### config.mk
export PLATFORM = sky130hd
export DESIGN_NAME = wp_lock_mgr
export DESIGN_NICKNAME = d
export VERILOG_FILES = /design/src/rtl/wp_lock_mgr.sv
export SDC_FILE = /design/constraint.sdc
export NUM_CORES = 1
export LEC_CHECK = 0
export BUFFER_PORTS_ARGS = -buffer_cell sky130_fd_sc_hd__buf_2
export CAP_MARGIN = 20
export CORE_UTILIZATION = 59
export CTS_CLUSTER_SIZE = 30
export DETAILED_ROUTE_END_ITERATION = 12
export HOLD_SLACK_MARGIN = 0.08
export PLACE_DENSITY_LB_ADDON = 0.1
export SLEW_MARGIN = 20
export SYNTH_ARGS = -nofsm -noshare
export SYNTH_HDL_FRONTEND = slang
export SYNTH_SLANG_ARGS = --single-unit
export TNS_END_PERCENT = 1
### constraint.sdc
create_clock -name clk -period 13.3 [get_ports clk]
set_clock_uncertainty 0.15 [all_clocks]
set_input_delay 3.325 -clock clk [delete_from_list [all_inputs] [get_ports clk]]
set_output_delay 3.325 -clock clk [all_outputs]
set_load 0.02 [all_outputs]
### src/rtl/wp_lock_mgr.sv
module wp_lock_mgr #(
  parameter int NUM_BLOCKS = 64,
  parameter int REG_W      = 16
) (
  input  logic                          clk,
  input  logic                          rst_n,
  input  logic                          start_we,
  input  logic                          end_we,
  input  logic [REG_W-1:0]              reg_wdata,
  input  logic                          cmd_we,
  input  logic [7:0]                    cmd_op,
  input  logic                          irq_clr,
  input  logic [$clog2(NUM_BLOCKS)-1:0] q_blk,
  output logic [2:0]                    q_state,
  output logic [REG_W-1:0]              start_blk,
  output logic [REG_W-1:0]              end_blk,
  output logic                          busy,
  output logic                          irq,
  output logic                          cmd_err,
  output logic [REG_W-1:0]              wp_status
);
  localparam int IW = $clog2(NUM_BLOCKS);
  localparam int CW = IW + 1;
  localparam logic [CW-1:0]    LIMIT = CW'(NUM_BLOCKS);
  localparam logic [CW-1:0]    LAST  = CW'(NUM_BLOCKS - 1);
  localparam logic [REG_W-1:0] MASK  = REG_W'(NUM_BLOCKS - 1);

  localparam logic [2:0] ST_SEAL = 3'b001;
  localparam logic [2:0] ST_LOCK = 3'b010;
  localparam logic [2:0] ST_OPEN = 3'b100;

  localparam logic [7:0] OP_UNLOCK     = 8'h23;
  localparam logic [7:0] OP_UNLOCK_ALL = 8'h27;
  localparam logic [7:0] OP_LOCK       = 8'h2A;
  localparam logic [7:0] OP_SEAL       = 8'h2C;

  localparam logic [1:0] K_OPEN = 2'd0;
  localparam logic [1:0] K_LOCK = 2'd1;
  localparam logic [1:0] K_SEAL = 2'd2;

  logic [2:0]       tbl [NUM_BLOCKS];
  logic [REG_W-1:0] first_q, last_q;
  logic [CW-1:0]    walk, stop_at;
  logic [1:0]       kind;
  logic             busy_q, irq_q, err_q;
  logic [2:0]       stat_q;

  wire is_unlock_all = (cmd_op == OP_UNLOCK_ALL);
  wire known  = (cmd_op == OP_UNLOCK) || is_unlock_all ||
                (cmd_op == OP_LOCK)   || (cmd_op == OP_SEAL);
  wire launch = cmd_we && !busy_q && known;

  wire [1:0] new_kind = (cmd_op == OP_LOCK) ? K_LOCK :
                        (cmd_op == OP_SEAL) ? K_SEAL : K_OPEN;

  wire       oob     = walk >= LIMIT;
  wire [2:0] cur     = tbl[walk[IW-1:0]];
  wire [2:0] fill    = (kind == K_OPEN) ? ST_OPEN :
                       (kind == K_LOCK) ? ST_LOCK : ST_SEAL;
  wire       blocked = (kind != K_SEAL) && (cur == ST_SEAL);
  wire       skip    = (kind == K_SEAL) && (cur == ST_OPEN);
  wire       do_wr   = busy_q && !oob && !blocked && !skip;
  wire       finish  = busy_q && (oob || blocked || (walk == stop_at));

  always_ff @(posedge clk or negedge rst_n) begin
    if (!rst_n) begin
      first_q <= '0;
      last_q  <= '0;
    end else if (!busy_q) begin
      if (start_we) first_q <= reg_wdata & MASK;
      if (end_we || start_we) last_q <= reg_wdata & MASK;
    end
  end

  always_ff @(posedge clk or negedge rst_n) begin
    if (!rst_n) begin
      busy_q  <= 1'b0;
      walk    <= '0;
      stop_at <= '0;
      kind    <= K_OPEN;
      irq_q   <= 1'b0;
      err_q   <= 1'b0;
      stat_q  <= ST_LOCK;
    end else begin
      if (launch) begin
        busy_q  <= 1'b1;
        kind    <= new_kind;
        walk    <= is_unlock_all ? '0   : CW'(first_q[IW-1:0]);
        stop_at <= is_unlock_all ? LAST : CW'(last_q[IW-1:0]);
      end else if (finish) begin
        busy_q <= 1'b0;
      end else if (busy_q) begin
        walk <= walk + 1'b1;
      end
      if (do_wr) stat_q <= fill;
      irq_q <= finish ? 1'b1 : (irq_clr ? 1'b0 : irq_q);
      err_q <= (finish && oob) ? 1'b1 : (irq_clr ? 1'b0 : err_q);
    end
  end

  always_ff @(posedge clk or negedge rst_n) begin
    if (!rst_n) begin
      for (int i = 0; i < NUM_BLOCKS; i++) tbl[i] <= ST_LOCK;
    end else if (do_wr) begin
      tbl[walk[IW-1:0]] <= fill;
    end
  end

  assign q_state   = tbl[q_blk];
  assign start_blk = first_q;
  assign end_blk   = last_q;
  assign busy      = busy_q;
  assign irq       = irq_q;
  assign cmd_err   = err_q;
  assign wp_status = {{(REG_W-3){1'b0}}, stat_q};
endmodule

==> flow_metrics.tcl <==
set metrics [dict create \
    status "finished with violations" \
    violations "DRC" \
    ys_async_sr_fraction_pct 100 \
    fin_cells 1291 \
    vdd_ir_drop_max_uv 93.6 \
    ys_types 67 \
    io_buffers 46 \
    hpwlAfterDp_um 22500 \
    yosys_warnings 0 \
    mostFrequentLayoutCells "mux2_2, dfrtp_1, mux4_2" \
    fin_setup_tns_ns 0 \
    synth_top_area_share_pct 30.1 \
    cts_hold_buf 0 \
    dr_total_vias 8913 \
    post-route-min-period_ns 9.41 \
    core_area_um2 22000 \
    min_period_over_period_pct 70.8 \
    route.antenna.remaining_nets 0 \
    start_util_pct 60.7 \
    max-cap-violations 0 \
    vias_per_cell 6.90 \
    start_kind "input pin" \
    drive_gt1_share_pct 53.2 \
    layout_commonest_cell "mux2_2" \
    netlist_area_um2 13300 \
    crit_fanout 48 \
    drt-total-wl_um 34000 \
    grt_max_degree 102 \
    area_growth_pct 8.02 \
    syn_area_per_cell_um2 13.5 \
    synth_top_area_cell "dfrtp_1" \
    path_cells "buf_4, mux4_2, mux4_2, mux4_2, buf_2" \
    cts_tree "built" \
    cts_buffers 25 \
    drt_iter0_drc 679 \
    netlist_top_cells_area "dfrtp_1, mux2_2, mux4_2" \
    place_congestion 0.872 \
    worst_pin_slew_ns 1.04 \
    r2r_slack_ns 7.69 \
    htree_num_levels 1 \
    grt_usage_pct 30.3 \
    die_h_um 152 \
    clkLatencyLatePin_ns 0.53 \
    post_drt_wl_per_cell_um 26.3 \
    fp-row-count 54 \
    clock-sinks 225 \
    finalSetupViolations 0 \
    cts_resized 0 \
    grt_pass1_wl_um 53600 \
    cpMaxStageDelayCell "buf_4" \
    slew_violations 0 \
    place_ws_ns 3.85 \
    cts_setup_buffers 0 \
    firstDrtPassIters 8 \
    die-area_um2 23200 \
    netlist_instances 987 \
    drc 5 \
    timing.final.hold_violations 0 \
    ioPinCount 90 \
    min-delay-path-class "register to register" \
    dp_cells 1245 \
    grt_setup_unrepaired "no" \
    synth_ff_type "dfrtp_1" \
    worstSetupEndpointType "output pin" \
    cts-root-buf "clkbuf_16" \
    crit_path_frequent_cell "mux4_2" \
    relSlewSlack_pct 30.6 \
    cts_max_path_buffers 3 \
    crit_required_ns 9.82 \
    seq_area_frac_synth_pct 42.9 \
    ys_ff_latch 225 \
    criticalPathCategory "input pin to output pin" \
    worst_slack_ns 3.89 \
    cp_slowest_stage_delay_ns 0.71 \
    cp.arrival_ns 5.94 \
    cellPowerDensity_nw_per_um2 120 \
    synth_edf_count 0 \
    grt_pass1_vias 8838 \
    finalNetCount 1030 \
    grt_overflow 0 \
    achievable-frequency_ghz 0.106 \
    p_leak_nw 6.16 \
    clkSlewWorstSetupHoldPaths_ns 0.06 \
    num_antenna_cells 0 \
    antenna_found_initial 1 \
    die_w_um 152 \
]
[critical path: cells and delay by family]
kind     cells  cell delay (ns)
buf+inv      2             0.88
mux          3             1.68
[cell type report]
type                            count  area [um2]
Sequential cell                   225        5720
Tap cell                          280         350
Fill cell                        1691        7570
Clock inverter                     10        60.1
Clock buffer                       36         747
Inverter                            4        15.0
Timing Repair Buffer               70         423
Multi-Input combinational cell    666        7070
[final timing paths]
kind / startpoint / endpoint / cells after the start
max: q_blk[0] / q_state[0] / 5
min: stat_q[2]$_DFFE_PN0P_ / stat_q[2]$_DFFE_PN0P_ / 1
max reg2reg: walk[1]$_DFFE_PN0P_ / tbl[135]$_DFFE_PN0P_ / 10
min reg2reg: stat_q[2]$_DFFE_PN0P_ / stat_q[2]$_DFFE_PN0P_ / 1
max in group asynchronous: rst_n / tbl[96]$_DFFE_PN0P_ / 2
min in group asynchronous: rst_n / tbl[95]$_DFFE_PN0P_ / 1
[flip-flops by register name, indices dropped and copies added, names as in the netlist]
signal / count
busy: 1
cmd_err: 1
end_blk: 6
irq: 1
kind: 2
start_blk: 6
stat_q: 3
stop_at: 6
tbl: 192
walk: 7
[report_power, final]
| group | internal, mW | switching, mW |
|---|---|---|
| Combinational | 0.0897 | 0.219 |
| Clock | 0.390 | 0.285 |
| Sequential | 0.699 | 0.0446 |
[routing by layer]
metal	part of all wire, %	global-route usage [%]	vias to the layer above
met5	0	0	-
met4	2.6	7.97	0
met3	8.2	5.83	59
met2	46	46.1	410
met1	43	44.8	4636
li1	-	-	3808
[synthesized netlist by cell type, types with 4 or more instances]
master     count
nor2_1        15
nor3_1        19
o2111ai_2     20
mux2_2       198
and3b_1        4
nand3_1       19
buf_2         14
buf_6          5
mux2i_1       19
o31ai_1        5
o211ai_1       9
nor2b_1        9
mux2_1        13
xnor2_1        4
dfstp_2       65
a22oi_1        5
inv_1          4
buf_1         16
o21ai_0       21
a31oi_1        6
a211oi_1       4
o22ai_1        7
mux4_2        94
buf_4         43
nand2_1       41
or3b_2         4
clkbuf_1      46
o2111ai_1      9
dfrtp_1      160
o21ai_2       10
a21oi_1       14
o211ai_2      20
nand3b_1       6
[through the flow]
step / cell area (um2) / total power [mW] / hold slack, ns / utilization, %
after floorplan: 13400 / 0.970 / 0.308 / -
after global placement: 13600 / 1.06 / 0.324 / 61.9
after detailed placement: 13600 / 1.06 / 0.326 / 61.9
after CTS: 14400 / 1.74 / 0.340 / 65.5
after global routing: 14400 / 1.79 / 0.375 / 65.5
final: 14400 / 1.73 / 0.337 / 65.5
[cells by family after synthesis]
kind of cell | share of synthesized area, %
buf+inv | 5.23
fa+ha+maj | 0.188
mux | 35.2
other cells | 0.0281
flops | 42.9
simple gates | 6.21
xor+xnor | 0.394
compound gates | 9.93
Note: power is estimated with default switching activity, not from simulation.
